[src/rtl/smux_pkg.sv]
package smux_pkg;

   // number of channels visited per pass for a channel code
   function automatic int unsigned chans_for(input logic [1:0] code,
                                             input int unsigned max_ch);
      if (code == 2'b00) return max_ch;
      return max_ch + 1 - int'(code);
   endfunction

   // code 00 is the illegal setting
   function automatic logic code_bad(input logic [1:0] code);
      return code == 2'b00;
   endfunction

endpackage

[src/rtl/smux_cfg_dec.sv]
module smux_cfg_dec #(
   parameter int unsigned MAX_CH    = 4,
   parameter int unsigned SHORT_LEN = 2,
   parameter int unsigned LONG_LEN  = 3,
   localparam int unsigned CH_W     = $clog2(MAX_CH),
   localparam int unsigned SUB_W    = $clog2(LONG_LEN)
) (
   input  logic [1:0]       chan_code,
   input  logic             long_conv,
   output logic [CH_W-1:0]  last_ch,
   output logic [SUB_W-1:0] last_sub,
   output logic             bad
);
   import smux_pkg::*;

   always_comb begin
      last_ch  = CH_W'(chans_for(chan_code, MAX_CH) - 1);
      last_sub = long_conv ? SUB_W'(LONG_LEN - 1) : SUB_W'(SHORT_LEN - 1);
      bad      = code_bad(chan_code);
   end
endmodule

[src/rtl/smux_alt_arm.sv]
module smux_alt_arm #(
   parameter int unsigned SYNC_STAGES = 2
) (
   input  logic clk,
   input  logic rst_n,
   input  logic alt_req,
   input  logic boundary,
   output logic alt_active
);
   logic req_s;
   logic req_prev;
   logic armed;
   logic rise;

   generate
      if (SYNC_STAGES == 0) begin : g_nosync
         assign req_s = alt_req;
      end else begin : g_sync
         logic [SYNC_STAGES-1:0] sync_q;
         always_ff @(posedge clk) begin
            if (!rst_n) sync_q <= '0;
            else        sync_q <= {sync_q[SYNC_STAGES-2+((SYNC_STAGES==1)?1:0):0], alt_req};
         end
         assign req_s = sync_q[SYNC_STAGES-1];
      end
   endgenerate

   assign rise = req_s & ~req_prev;

   always_ff @(posedge clk) begin
      if (!rst_n) begin
         req_prev   <= 1'b0;
         armed      <= 1'b0;
         alt_active <= 1'b0;
      end else begin
         req_prev <= req_s;
         if (boundary) begin
            alt_active <= armed;
            armed      <= rise;
         end else begin
            armed <= armed | rise;
         end
      end
   end
endmodule

[src/rtl/smux_core.sv]
module smux_core #(
   parameter int unsigned MAX_CH    = 4,
   parameter int unsigned LONG_LEN  = 3,
   parameter int unsigned ADDR_W    = 4,
   parameter int unsigned ADDR_BASE = 0,
   localparam int unsigned CH_W     = $clog2(MAX_CH),
   localparam int unsigned SUB_W    = $clog2(LONG_LEN)
) (
   input  logic              clk,
   input  logic              rst_n,
   input  logic              tick,
   input  logic [CH_W-1:0]   last_ch_in,
   input  logic [SUB_W-1:0]  last_sub_in,
   input  logic              bad_in,
   output logic              boundary,
   output logic [CH_W-1:0]   mux_sel,
   output logic              conv_start,
   output logic              store_stb,
   output logic [ADDR_W-1:0] store_addr,
   output logic              eng_start,
   output logic              ref_chop,
   output logic              cfg_err
);
   logic             idle;
   logic [SUB_W-1:0] sub;
   logic [CH_W-1:0]  lc_q;
   logic [SUB_W-1:0] ls_q;

   assign boundary = tick & idle;

   always_ff @(posedge clk) begin
      if (!rst_n) begin
         idle       <= 1'b1;
         mux_sel    <= '0;
         sub        <= '0;
         lc_q       <= '0;
         ls_q       <= '0;
         conv_start <= 1'b0;
         store_stb  <= 1'b0;
         store_addr <= '0;
         eng_start  <= 1'b0;
         ref_chop   <= 1'b0;
         cfg_err    <= 1'b0;
      end else begin
         conv_start <= 1'b0;
         store_stb  <= 1'b0;
         eng_start  <= 1'b0;
         if (tick) begin
            if (idle) begin
               idle       <= 1'b0;
               mux_sel    <= '0;
               sub        <= '0;
               lc_q       <= last_ch_in;
               ls_q       <= last_sub_in;
               conv_start <= 1'b1;
               if (bad_in) cfg_err <= 1'b1;
            end else if (sub == ls_q) begin
               store_stb  <= 1'b1;
               store_addr <= ADDR_W'(ADDR_BASE) + ADDR_W'(mux_sel);
               if (mux_sel == lc_q) begin
                  idle      <= 1'b1;
                  eng_start <= 1'b1;
                  ref_chop  <= ~ref_chop;
               end else begin
                  mux_sel    <= mux_sel + 1'b1;
                  sub        <= '0;
                  conv_start <= 1'b1;
               end
            end else begin
               sub <= sub + 1'b1;
            end
         end
      end
   end
endmodule

[src/rtl/smux_seq.sv]
module smux_seq #(
   parameter int unsigned MAX_CH      = 4,
   parameter int unsigned SHORT_LEN   = 2,
   parameter int unsigned LONG_LEN    = 3,
   parameter int unsigned ADDR_W      = 4,
   parameter int unsigned ADDR_BASE   = 0,
   parameter int unsigned SYNC_STAGES = 2
) (
   input  logic                      clk,
   input  logic                      rst_n,
   input  logic                      tick,
   input  logic [1:0]                chan_code,
   input  logic                      long_conv,
   input  logic                      alt_req,
   output logic [$clog2(MAX_CH)-1:0] mux_sel,
   output logic                      conv_start,
   output logic                      store_stb,
   output logic [ADDR_W-1:0]         store_addr,
   output logic                      eng_start,
   output logic                      ref_chop,
   output logic                      alt_active,
   output logic                      cfg_err
);
   localparam int unsigned CH_W  = $clog2(MAX_CH);
   localparam int unsigned SUB_W = $clog2(LONG_LEN);

   generate
      if (MAX_CH < 3) begin : g_bad_ch
         $error("smux_seq: MAX_CH must be at least 3");
      end
      if (SHORT_LEN < 1 || SHORT_LEN > LONG_LEN || LONG_LEN < 2) begin : g_bad_len
         $error("smux_seq: need 1 <= SHORT_LEN <= LONG_LEN and LONG_LEN >= 2");
      end
      if (ADDR_BASE + MAX_CH > (1 << ADDR_W)) begin : g_bad_addr
         $error("smux_seq: store address range exceeds ADDR_W");
      end
   endgenerate

   logic [CH_W-1:0]  last_ch;
   logic [SUB_W-1:0] last_sub;
   logic             bad;
   logic             boundary;

   smux_cfg_dec #(.MAX_CH(MAX_CH), .SHORT_LEN(SHORT_LEN), .LONG_LEN(LONG_LEN)) u_dec (
      .chan_code (chan_code),
      .long_conv (long_conv),
      .last_ch   (last_ch),
      .last_sub  (last_sub),
      .bad       (bad)
   );

   smux_core #(.MAX_CH(MAX_CH), .LONG_LEN(LONG_LEN), .ADDR_W(ADDR_W),
               .ADDR_BASE(ADDR_BASE)) u_core (
      .clk         (clk),
      .rst_n       (rst_n),
      .tick        (tick),
      .last_ch_in  (last_ch),
      .last_sub_in (last_sub),
      .bad_in      (bad),
      .boundary    (boundary),
      .mux_sel     (mux_sel),
      .conv_start  (conv_start),
      .store_stb   (store_stb),
      .store_addr  (store_addr),
      .eng_start   (eng_start),
      .ref_chop    (ref_chop),
      .cfg_err     (cfg_err)
   );

   smux_alt_arm #(.SYNC_STAGES(SYNC_STAGES)) u_alt (
      .clk        (clk),
      .rst_n      (rst_n),
      .alt_req    (alt_req),
      .boundary   (boundary),
      .alt_active (alt_active)
   );
endmodule

[config.mk]
export PLATFORM = sky130hd
export DESIGN_NAME = smux_seq
export DESIGN_NICKNAME = d
export VERILOG_FILES = /design/src/rtl/smux_pkg.sv /design/src/rtl/smux_cfg_dec.sv /design/src/rtl/smux_alt_arm.sv /design/src/rtl/smux_core.sv /design/src/rtl/smux_seq.sv
export SDC_FILE = /design/constraint.sdc
export NUM_CORES = 1
export LEC_CHECK = 0
export CAP_MARGIN = 0
export CORE_MARGIN = 3
export CORE_UTILIZATION = 45
export DETAILED_ROUTE_END_ITERATION = 12
export GPL_TIMING_DRIVEN = 0
export MAX_ROUTING_LAYER = met4
export PLACE_DENSITY = 0.79
export SYNTH_ARGS = -nofsm -noshare
export SYNTH_HDL_FRONTEND = slang
export SYNTH_SLANG_ARGS = --single-unit
export TNS_END_PERCENT = 1
[constraint.sdc]
create_clock -name clk -period 1.6 [get_ports clk]
set_clock_uncertainty 0.1 [all_clocks]
set_input_delay 0.32 -clock clk [delete_from_list [all_inputs] [get_ports clk]]
set_output_delay 0.32 -clock clk [all_outputs]
set_load 0.03 [all_outputs]
== Word level (Yosys, flattened, before mapping) ==
Index checks and enable logic that the tools add are counted.
W data, S select, Z words.
Word-level totals
  register bits: 21
  latch bits: 0
  bits in writable memories: 0
  bits in read-only memories: 0
  bits of input ports: 7
  output and inout bits: 12
  word-level logic and storage cells: 58
  memories: 0
Cells by class
  add/subtract/negate cells: 4
  multiply operators: 0
  div/mod/pow operators: 0
  $lt $le $gt $ge: 0
  equality and inequality tests: 4
  shift-type cells: 0
  mux-type cells: 17
  bitwise logic cells: 8
  reduce and logical (&&, ||, !) cells: 10
Operator list (number)
  $mux W2: 8
  $mux W1: 9
  $reduce_and A3 Y1: 3
  $reduce_and A2 Y1: 3
  $not A1 Y1: 5
  $add A2 B1 Y2 const B: 2
  $eq A2 B2 Y1: 2
  $reduce_and A4 Y1: 1
  $ne A3 B2 Y1 const B: 1
  $reduce_or A3 Y1: 1
  $and A1 B1 Y1: 2
  $logic_not A2 Y1: 1
  $ne A2 B1 Y1 const B: 1
  $reduce_bool A2 Y1: 1
  $sub A1 B2 Y2 const A: 1
  $sub A2 B1 Y2 const B: 1
  $or A1 B1 Y1: 1

== Logic depth before layout (Yosys ltp) ==
Gate-level depths: netlist of the first run.
  word-level depth: 4
  depth in mapped cells: 5
  depth with buffers taken out: 4

== Cells and area by module ==
Synthesis of the first run repeated with hierarchy kept, for this count alone.
Unflattened totals
  cell total of the unflattened synthesis: 97
  area, all modules: 887.1 um^2
Modules (own cells, without submodules)
  smux_core: instances 1, cells each 79, area an instance 700.7 um^2, sequential area each 320.3 um^2
  smux_alt_arm: instances 1, cells each 13, area an instance 161.4 um^2, sequential area each 100.1 um^2
  smux_cfg_dec: instances 1, cells each 5, area an instance 25.0 um^2, sequential area each 0.0 um^2

== Worst setup path after synthesis of the first run ==
Ideal clock, no wire load.
  path type: reg-to-reg
  start: register u_core.mux_sel[1]
  end: register u_core.mux_sel[1]
  setup time: 0.116 ns
  data arrival time: 1.408 ns
  required time: 1.384 ns
  slack: -0.024 ns
  cell stages (with the launch flop): 6
  buffers on the path: 1
  clock period less this slack: 1.624 ns
  cell sequence: dfxtp_1 clkbuf_2 xnor2_1 a211oi_2 a21oi_1 a41o_1
On the way
  longest elaborated chain between the ends: 4
  elaborated cells between the ends (all ways): 7
  classes of those cells: add/sub: 1; eq/ne: 2; mux: 3; reduce/logical: 1
RTL lines
  start, declared: RTL line smux_core.sv:16  | output logic [CH_W-1:0] mux_sel,
  start signal, assigned: RTL line smux_core.sv:65  | mux_sel <= mux_sel + 1'b1;
  $add A2 B1 Y2: RTL line smux_core.sv:65
  $mux W2: RTL line smux_core.sv:60  | if (mux_sel == lc_q) begin
  $mux W2: RTL line smux_core.sv:57  | end else if (sub == ls_q) begin
  $mux W2: RTL line smux_core.sv:49  | if (idle) begin
Parallel ways exist; a longest one is shown, timed or not. The select of a mux whose other input is x is not followed.
A chain may end at the register's enable or synchronous reset.

== Worst setup path after layout of the first run ==
  start: register u_core.sub[0]
  end: register u_core.mux_sel[0]
On the way
  longest elaborated chain between the ends: 3
RTL lines
  start, declared: RTL line smux_core.sv:25  | logic [SUB_W-1:0] sub;
  start signal, assigned: RTL line smux_core.sv:70  | sub <= sub + 1'b1;
  $eq A2 B2 Y1: RTL line smux_core.sv:57
  $reduce_bool A2 Y1 (no line)
  $reduce_and A3 Y1 (no line)
Every way passes these cells.

==> results_dict.tcl, run 1 <==
set metrics [dict create \
    path_clk_slew_ns 0.11 \
    setup_viol 0 \
    synth_flop_cell "dfxtp_1" \
    top_usage_layer "met2" \
    hold_viol_final 0 \
    drt_iter0_markers 20 \
    antennaDiodeCount 0 \
    h-tree-depth 1 \
    post-dp-hpwl_mm 1.249 \
    core_area_um2 1839 \
    die_h_um 51.33 \
    ctsHoldBuffers 0 \
    grt_pass1_vias 665 \
    synthArstFlopShare 0 \
    rows 15 \
    antenna_found_initial 0 \
    cp_max_fo 6 \
    path_class "reg2reg" \
    post_synth_num_cell_types 31 \
    overflow 0 \
    max-vdd-ir-drop_uv 830.5 \
    port-buffer-count 14 \
    num_vias 736 \
    start_kind "flop" \
    max_cap_violations 0 \
    cts_root_buf "clkbuf_4" \
    grt_max_degree 13 \
    ios 19 \
    rsz0062_at_grt "yes" \
    finalNetCount 129 \
    start_util 0.5027 \
    dieArea_um2 2635 \
    power.density_nw_per_um2 867.6 \
    post-cts-setup-buffers 0 \
    postSynthCellCount 102 \
    grt_pass1_wl_mm 2.760 \
    drt-vias-per-instance 5.041 \
    cts.sinks 21 \
    clk_latency_ns 0.30 \
    use_met2 0.2318 \
    endpoint_kind "flop" \
    synth_enable_flop_cells 0 \
    seq_area_frac_synth 0.4547 \
    wl_per_cell_um 11.62 \
    wl_mm 1.697 \
    power_leakage_nw 0.5015 \
    grt_util_met1 0.1706 \
    synth_warnings 0 \
    cts_made_buffers 3 \
    crit_arrival_ns 1.65 \
    drt-pass1-iter-count 4 \
    p_seq_frac 0.582 \
    drcViolationCount 0 \
    cts_tree "done" \
    gr-usage-met3 0.05248 \
    swShare 0.2744 \
    finalMaxSlewViolations 0 \
    dp_slack_ns 0.04192 \
    synth_seq_cells 21 \
    cts_buffer_depth 2 \
    fin_crit_sh 0.9795 \
    pwr-share-comb 0.166 \
    status "finished clean" \
    die_w_um 51.33 \
    synthToLayoutAreaGrowth_pct 21.38 \
    syn_avg_cell_area_um2 9.065 \
    critical_path_required_ns 1.68 \
    hold-worst-slack_ns 0.2186 \
    syn-cell-area_um2 924.6 \
    grt_usage 0.1442 \
    fmax_mhz 638.1 \
    p_sw_uw 267.2 \
    period_minus_slack_ns 1.567 \
    worst_hold_path_type "in2reg" \
    gp_congestion 0.9041 \
    drive_gt1_frac 0.1322 \
    fin_ws_ns 0.03274 \
    final_antenna_net_count 0 \
    p_int_uw 706.5 \
    clock_power_share 0.252 \
]
## cells in the final DEF (no fill, tap or decap), drive strengths merged
| master | count |
|---|---|
| clkinv | 1 |
| nor4bb | 1 |
| nor4 | 1 |
| or3 | 1 |
| inv | 1 |
| xnor2 | 2 |
| nand2b | 7 |
| a211oi | 1 |
| o211a | 1 |
| a311oi | 1 |
| a21oi | 7 |
| nor3 | 4 |
| nor2 | 10 |
| nand3 | 4 |
| nor3b | 1 |
| dlygate4sd2 | 10 |
| conb | 2 |
| and2 | 5 |
| nand2 | 8 |
| mux2i | 5 |
| nor2b | 3 |
| a41o | 1 |
| a31oi | 2 |
| dfxtp | 21 |
| xor2 | 4 |
| clkdlybuf4s50 | 4 |
| or2b | 1 |
| buf | 4 |
| clkbuf | 7 |
| a22oi | 1 |
## layer usage
layer  wire [µm]  share of wire
met4          12         0.0071
met3         122          0.072
met2         817           0.48
met1         745           0.44
met5           0              0
## power by group through the flow
stage	sequential, mW	combinational, mW	clock (mW)
finish	0.567	0.162	0.246
global route	0.570	0.178	0.275
CTS	0.567	0.160	0.258
detailed placement	0.579	0.164	0
global placement	0.578	0.162	0
floorplan	0.592	0.103	0
## timing repair
item	in CTS	in global routing
gates resized for setup	10	1
hold endpoints to repair	0	0
setup endpoints to repair	10	6
pin swaps	0	0
## per-stage QoR
stage	std cells	setup TNS, ns	cell area (µm²)	total power, mW	utilization
after CTS	146	0	1117	0.9843	0.6075
after global routing	146	-0.1937	1122	1.023	0.6102
final	146	0	1122	0.9738	0.6102
after floorplan	103	0	930.9	0.6947	-
after global placement	142	0	1102	0.7397	0.5993
after detailed placement	142	0	1102	0.7432	0.5993
## kinds of logic (layout without fill, tap and decap cells)
logic type / after synthesis / count (layout) / share of synthesized area
AO/OA/AOI/OAI: 14 / 14 / 0.1042
XOR/XNOR: 6 / 6 / 0.07308
buffers and inverters: 9 / 27 / 0.04870
flip-flops: 21 / 21 / 0.4547
multiplexers: 5 / 5 / 0.05413
other: 1 / 2 / 0.004056
AND/OR/NAND/NOR: 46 / 46 / 0.2612
## flip-flops by register name, indices dropped and copies added (netlist names), 2 cells and up
| register | flops |
|---|---|
| u_core.store_addr | 2 |
| u_core.mux_sel | 2 |
| u_core.lc_q | 2 |
| u_alt.g_sync.sync_q | 2 |
| u_core.sub | 2 |
| u_core.ls_q | 2 |
## worst paths after layout
| kind | start | to | slack, ns | cells past startpoint |
|---|---|---|---|---|
| min reg2reg | u_alt.g_sync.sync_q[0]$_SDFF_PN0_ | u_alt.g_sync.sync_q[1]$_SDFF_PN0_ | 0.35 | 1 |
| max | u_core.sub[0]$_SDFFE_PN0P_ | u_core.mux_sel[0]$_SDFFE_PN0P_ | 0.03 | 4 |
| min | tick | u_core.conv_start$_SDFF_PN0_ | 0.22 | 2 |
| max reg2reg | u_core.sub[0]$_SDFFE_PN0P_ | u_core.mux_sel[0]$_SDFFE_PN0P_ | 0.03 | 4 |
## critical path, cell delays in order (launching register included)
cell and delay, ns:
dfxtp_1 0.47, xor2_2 0.17, a211oi_2 0.38, mux2i_1 0.25, a21oi_1 0.08
## layout make-up
type                       count  area (µm²)
buffer                         8       41.29
clock buffer                   3       22.52
clock inverter                 1       5.005
fill                         172       716.9
inverter                       1       3.754
multi-input combinational     73       467.9
sequential                    21       422.9
tap                           25       31.28
timing repair buffer          14       127.6
## cell usage after synthesis, drive strengths merged (2+ instances only)
cell type	n	area, µm²
dfxtp	21	420.4
nor2	10	40.04
nand2	8	30.03
a21oi	7	35.03
nand2b	7	43.79
and2	5	31.28
mux2i	5	50.05
buf	4	25.02
clkbuf	4	16.26
nand3	4	20.02
nor3	4	20.02
xor2	4	50.05
nor2b	3	18.77
a31oi	2	12.51
xnor2	2	17.52
Power figures use the tool's default switching activity.
==> run 2, diff against run 1 <==
--- a/config.mk
+++ b/config.mk
@@ -14,5 +14,6 @@
 export PLACE_DENSITY = 0.79
 export SYNTH_ARGS = -nofsm -noshare
 export SYNTH_HDL_FRONTEND = slang
+export SYNTH_HIERARCHICAL = 1
 export SYNTH_SLANG_ARGS = --single-unit
 export TNS_END_PERCENT = 1
==> results_dict.tcl, run 2 <==
set metrics [dict create \
    max_cap_violations 0 \
    antennaDiodeCount 0 \
    placed_cells 139 \
    grt_pass1_wl_mm 2.594 \
    num_vias 708 \
    yosysMostFrequentCell "dfxtp_1" \
    die_w_um 50.40 \
    startpoint "tick" \
    synth_largest_area_cell "dfxtp_1" \
    dp_slack_ns -0.2484 \
    max-vdd-ir-drop_uv 526.0 \
    cp_top_family "buffers and inverters" \
    synth_flop_cell "dfxtp_1" \
    r2r_start "u_core/sub[0]$_SDFFE_PN0P_" \
    rsz0062_at_grt "yes" \
    endpoint_kind "flop" \
    power_leakage_nw 0.4787 \
    synthTopCellsByCount "dfxtp_1 (21), nand2_1 (14), a21oi_1 (6), nor2_1 (6)" \
    fin_crit_sh 0.9574 \
    crit_slowest_cell "clkdlybuf4s50_1" \
    port-buffer-count 16 \
    cp_max_fo 10 \
    die_h_um 50.40 \
    grt_pass1_vias 638 \
    hold_viol_final 0 \
    stdcell_count 143 \
    ios 19 \
    path_clk_slew_ns 0.11 \
    wl_mm 1.563 \
    rows 15 \
    start_util 0.4924 \
    critical_path_required_ns 1.70 \
    synthToLayoutAreaGrowth_pct 23.70 \
    reg2reg_to "u_core/mux_sel[1]$_SDFFE_PN0P_" \
    fmax_mhz 652.8 \
    setup_viol 0 \
    min_path_cells 1 \
    drt-pass1-iter-count 4 \
    dieArea_um2 2540 \
    yosys-top-cells-area "dfxtp_1 (47%), nand2_1 (5.9%), xor2_1 (3.9%)" \
    antenna_found_initial 0 \
    grt_max_degree 13 \
    ctsHoldBuffers 0 \
    mostFrequentLayoutCells "dfxtp_1 (20), nand2_1 (14), dlygate4sd2_1 (8)" \
    drt-vias-per-instance 4.951 \
    cp.buffers_inverters 3 \
    ff2ff_setup_slack_ns 0.09 \
    r2r_cells 4 \
    syn-cell-area_um2 887.1 \
    clk_latency_ns 0.30 \
    slowest_delay_ns 0.49 \
    drt_iter0_markers 12 \
    cts_root_buf "clkbuf_4" \
    path_cells "clkdlybuf4s50_1 > buf_2 > nand2_1 > inv_1 > mux2i_1 > nor2b_1" \
    synth_seq_cells 21 \
    overflow 0 \
    cts.sinks 21 \
    wl_per_cell_um 10.93 \
    fin_ws_ns 0.06813 \
    hp-start "u_alt/g_sync.sync_q[0]$_SDFF_PN0_" \
    syn_avg_cell_area_um2 9.145 \
    synth_warnings 6 \
    final_antenna_net_count 0 \
    min_to "u_alt/g_sync.sync_q[1]$_SDFF_PN0_" \
    power.density_nw_per_um2 890.1 \
    synthArstFlopShare 0 \
    cts_tree "done" \
    postSynthCellCount 97 \
    path_class "in2reg" \
    post-dp-hpwl_mm 1.166 \
    fill_cells 175 \
    finalNetCount 126 \
    cts_made_buffers 3 \
    final_common_cell "dfxtp_1" \
    gp_congestion 0.7741 \
    grt_usage 0.1385 \
    start_kind "primary input" \
    design_area_um2 1097 \
    place_area_um2 1082 \
    worst_hold_path_type "reg2reg" \
    status "finished clean" \
    post_synth_num_cell_types 32 \
    drcViolationCount 0 \
    synth_top_cell_area_share 0.4739 \
    core_area_um2 1802 \
    period_minus_slack_ns 1.532 \
    drive_gt1_frac 0.1441 \
    finalMaxSlewViolations 0 \
    seq_area_frac_synth 0.4739 \
    cts_buffer_depth 2 \
    h-tree-depth 1 \
    crit_arrival_ns 1.63 \
    synth_enable_flop_cells 0 \
]
[run 2: cell types whose count changed in the layout (fill, tap and decap cells not counted), sizes merged, moves of 3 or more]
cell / before / now
nand2: 8 / 14
nor2: 10 / 6
nor3: 4 / 1
o22ai: 0 / 3
inv: 1 / 4
nand3b: 0 / 3
[run 2: stage by stage]
stage,power [mW],setup TNS [ns],hold WS (ns),util
detailed placement,0.7468,-1.766,0.3229,0.6007
global placement,0.7424,-1.510,0.3157,0.6007
CTS,0.9910,0,0.3518,0.6104
finish,0.9767,0,0.3478,0.6090
floorplan,0.6914,0,0.3057,-
global route,1.033,-0.04103,0.3675,0.6090
[run 2: what timing repair did]
action	CTS	global route
endpoints found under the hold margin	0	0
gates resized for setup	12	3
buffers inserted	0	0
pin swaps	0	0
endpoints found under the setup margin	10	3
[run 2: cell families after synthesis]
| family | share of synthesized area |
|---|---|
| simple gates | 0.2765 |
| flops | 0.4739 |
| compound gates | 0.1157 |
| buf+inv | 0.05640 |
| xor+xnor | 0.03949 |
| mux | 0.03385 |
| other cells | 0.004227 |
[run 2: routing by layer]
layer / vias up / part of all wire / routed length (µm) / track usage
met5: - / 0 / 0 / -
met4: 0 / 0.0077 / 12 / 0.06726
met3: 2 / 0.047 / 74 / 0.03561
met2: 16 / 0.52 / 812 / 0.2326
met1: 328 / 0.42 / 664 / 0.1519
li1: 362 / - / - / -
[run 2: cell type report]
type	count	area (µm²)	area share
Sequential cell	21	421.7	0.3843
Multi-Input combinational cell	67	420.4	0.3831
Timing Repair Buffer	16	146.4	0.1334
Buffer	5	31.28	0.02851
Tap cell	25	31.28	0.02851
Clock buffer	3	22.52	0.02052
Inverter	5	18.77	0.01710
Clock inverter	1	5.005	0.004561
[run 2: where the power goes]
group	leakage (nW)	internal, mW	switching [mW]
combinational	0.289	0.0712	0.0921
sequential	0.172	0.547	0.0180
clock	0.0177	0.0931	0.155
total	0.479	0.711	0.265
[run 2: worst max path at each step]
| stage | end | slack, ns | cells after the start |
|---|---|---|---|
| after detailed placement | u_alt/alt_active$_SDFFE_PN0P_ | -0.25 | 6 |
| final | u_alt/alt_active$_SDFFE_PN0P_ | 0.07 | 6 |
| after global placement | u_alt/alt_active$_SDFFE_PN0P_ | -0.25 | 6 |
| after floorplan | u_core/conv_start$_SDFF_PN0_ | 0.09 | 4 |
| after CTS | mux_sel[1] | 0.004 | 1 |
| after global routing | u_core/store_addr[0]$_SDFFE_PN0P_ | -0.04 | 4 |
==> run 3, diff against run 2 <==
--- a/config.mk
+++ b/config.mk
@@ -12,6 +12,7 @@
 export GPL_TIMING_DRIVEN = 0
 export MAX_ROUTING_LAYER = met4
 export PLACE_DENSITY = 0.79
+export SKIP_LAST_GASP = 1
 export SYNTH_ARGS = -nofsm -noshare
 export SYNTH_HDL_FRONTEND = slang
 export SYNTH_HIERARCHICAL = 1
==> results_dict.tcl, run 3 (synthesis gave the netlist of run 2 again) <==
set metrics [dict create \
    finalMaxSlewViolations 0 \
    start_util 0.4924 \
    post-cts-setup-buffers 0 \
    gp_congestion 0.7741 \
    ff_latch_area_um2 420.4 \
    cp_max_fo 2 \
    final_common_cell "dfxtp_1" \
    fmax_mhz 577.6 \
    cts.sinks 21 \
    slowest_delay_ns 0.67 \
    core_area_um2 1802 \
    hold_viol_final 0 \
    synthToLayoutAreaGrowth_pct 25.11 \
    antenna_found_initial 0 \
    r2r_start "u_core/sub[0]$_SDFFE_PN0P_" \
    wl_mm 1.564 \
    cts_made_buffers 3 \
    cts_tree "done" \
    dieArea_um2 2540 \
    endpoint_kind "output pin" \
    multi_input_area_um2 420.4 \
    mostFrequentLayoutCells "dfxtp_1 (21), nand2_1 (14), clkdlybuf4s50_1 (13)" \
    overflow 0 \
    drt_iter0_markers 12 \
    post-dp-hpwl_mm 1.166 \
    rsz0062_at_grt "yes" \
    hp-start "u_alt/g_sync.sync_q[0]$_SDFF_PN0_" \
    critical_path_required_ns 1.18 \
    path_cells "clkdlybuf4s50_1" \
    power.density_nw_per_um2 883.9 \
    setup_viol 8 \
    fin_crit_sh 1.082 \
    clk_latency_ns 0.30 \
    drt-pass1-iter-count 4 \
    post-layout-total-power_uw 981.0 \
    die_w_um 50.40 \
    worst_hold_path_type "reg2reg" \
    cts_root_buf "clkbuf_4" \
    fin_ws_ns -0.1314 \
    rows 15 \
    finalNetCount 126 \
    grt_pass1_vias 642 \
    period_minus_slack_ns 1.731 \
    cp_top_family "buffers and inverters" \
    path_clk_slew_ns 0.11 \
    violations "negative setup slack" \
    die_h_um 50.40 \
    drt-vias-per-instance 4.951 \
    crit_arrival_ns 1.31 \
    cts_buffer_depth 2 \
    grt_usage 0.1391 \
    post-route-util 0.6160 \
    h-tree-depth 1 \
    final_antenna_net_count 0 \
    grt_max_degree 13 \
    start_kind "flop" \
    cp.buffers_inverters 1 \
    startpoint "u_alt/alt_active$_SDFFE_PN0P_" \
    ctsHoldBuffers 0 \
    drive_gt1_frac 0.1186 \
    crit_slowest_cell "clkdlybuf4s50_1" \
    drcViolationCount 0 \
    wl_per_cell_um 10.94 \
    ios 19 \
    fill_cells 174 \
    status "complete, but fails checks" \
    grt_pass1_wl_mm 2.608 \
    path_class "reg2out" \
    port-buffer-count 16 \
    max-vdd-ir-drop_uv 527.6 \
    antennaDiodeCount 0 \
    power_leakage_nw 0.4675 \
    max_cap_violations 0 \
    setup_tns_ns -0.8173 \
    num_vias 708 \
]
==> run 3: report_power, final <==
part	internal [mW]	leakage (nW)	switching (mW)
Combinational	0.0757	0.278	0.0921
Sequential	0.547	0.172	0.0182
Clock	0.0931	0.0177	0.155
Total	0.716	0.467	0.265
==> run 3: layout make-up <==
type | count | area share
Clock buffer | 3 | 0.02029
Buffer | 5 | 0.02819
Timing Repair Buffer | 16 | 0.1443
Tap cell | 25 | 0.02819
Multi-Input combinational cell | 67 | 0.3788
Inverter | 5 | 0.01691
Sequential cell | 21 | 0.3788
Clock inverter | 1 | 0.004510
==> run 3: through the flow <==
stage          worst slack (ns)  area, µm²  cells  hold slack (ns)
5_1_grt                 -0.1953       1110    143           0.3675
3_3_place_gp            -0.2458       1082    139           0.3157
4_1_cts                 -0.1590       1107    143           0.3518
3_5_place_dp            -0.2484       1082    139           0.3229
2_1_floorplan           0.09010      890.9     98           0.3057
6_report                -0.1314       1110    143           0.3478
==> run 3: path summary, 6_finish.rpt <==
| path | depth (start not counted) | slack [ns] | endpoint |
|---|---|---|---|
| worst min register to register | 1 | 0.35 | u_alt/g_sync.sync_q[1]$_SDFF_PN0_ |
| worst max-delay path | 1 | -0.13 | alt_active |
| worst min-delay path | 1 | 0.35 | u_alt/g_sync.sync_q[1]$_SDFF_PN0_ |
| worst max register to register | 4 | 0.09 | u_core/mux_sel[1]$_SDFFE_PN0P_ |
==> run 3: worst reg2reg max path: stages (launching register included) <==
cell	delay, ns
dfxtp_1	0.37
xor2_1	0.20
o21bai_1	0.36
nor3b_1	0.26
o22ai_1	0.12
==> run 3: routing by layer <==
layer  up-vias  track usage  routed length, µm
met1       328       0.1537                666
met2        16       0.2326                812
met3         2      0.03561                 73
met5         -            -                  0
li1        362            -                  -
met4         0      0.06726                 12
==> run 3: repair_timing <==
item,4_1_cts,5_1_grt
gates resized for setup,2,1
pin swaps,0,0
hold endpoints to repair,0,0
setup endpoints to repair,10,11
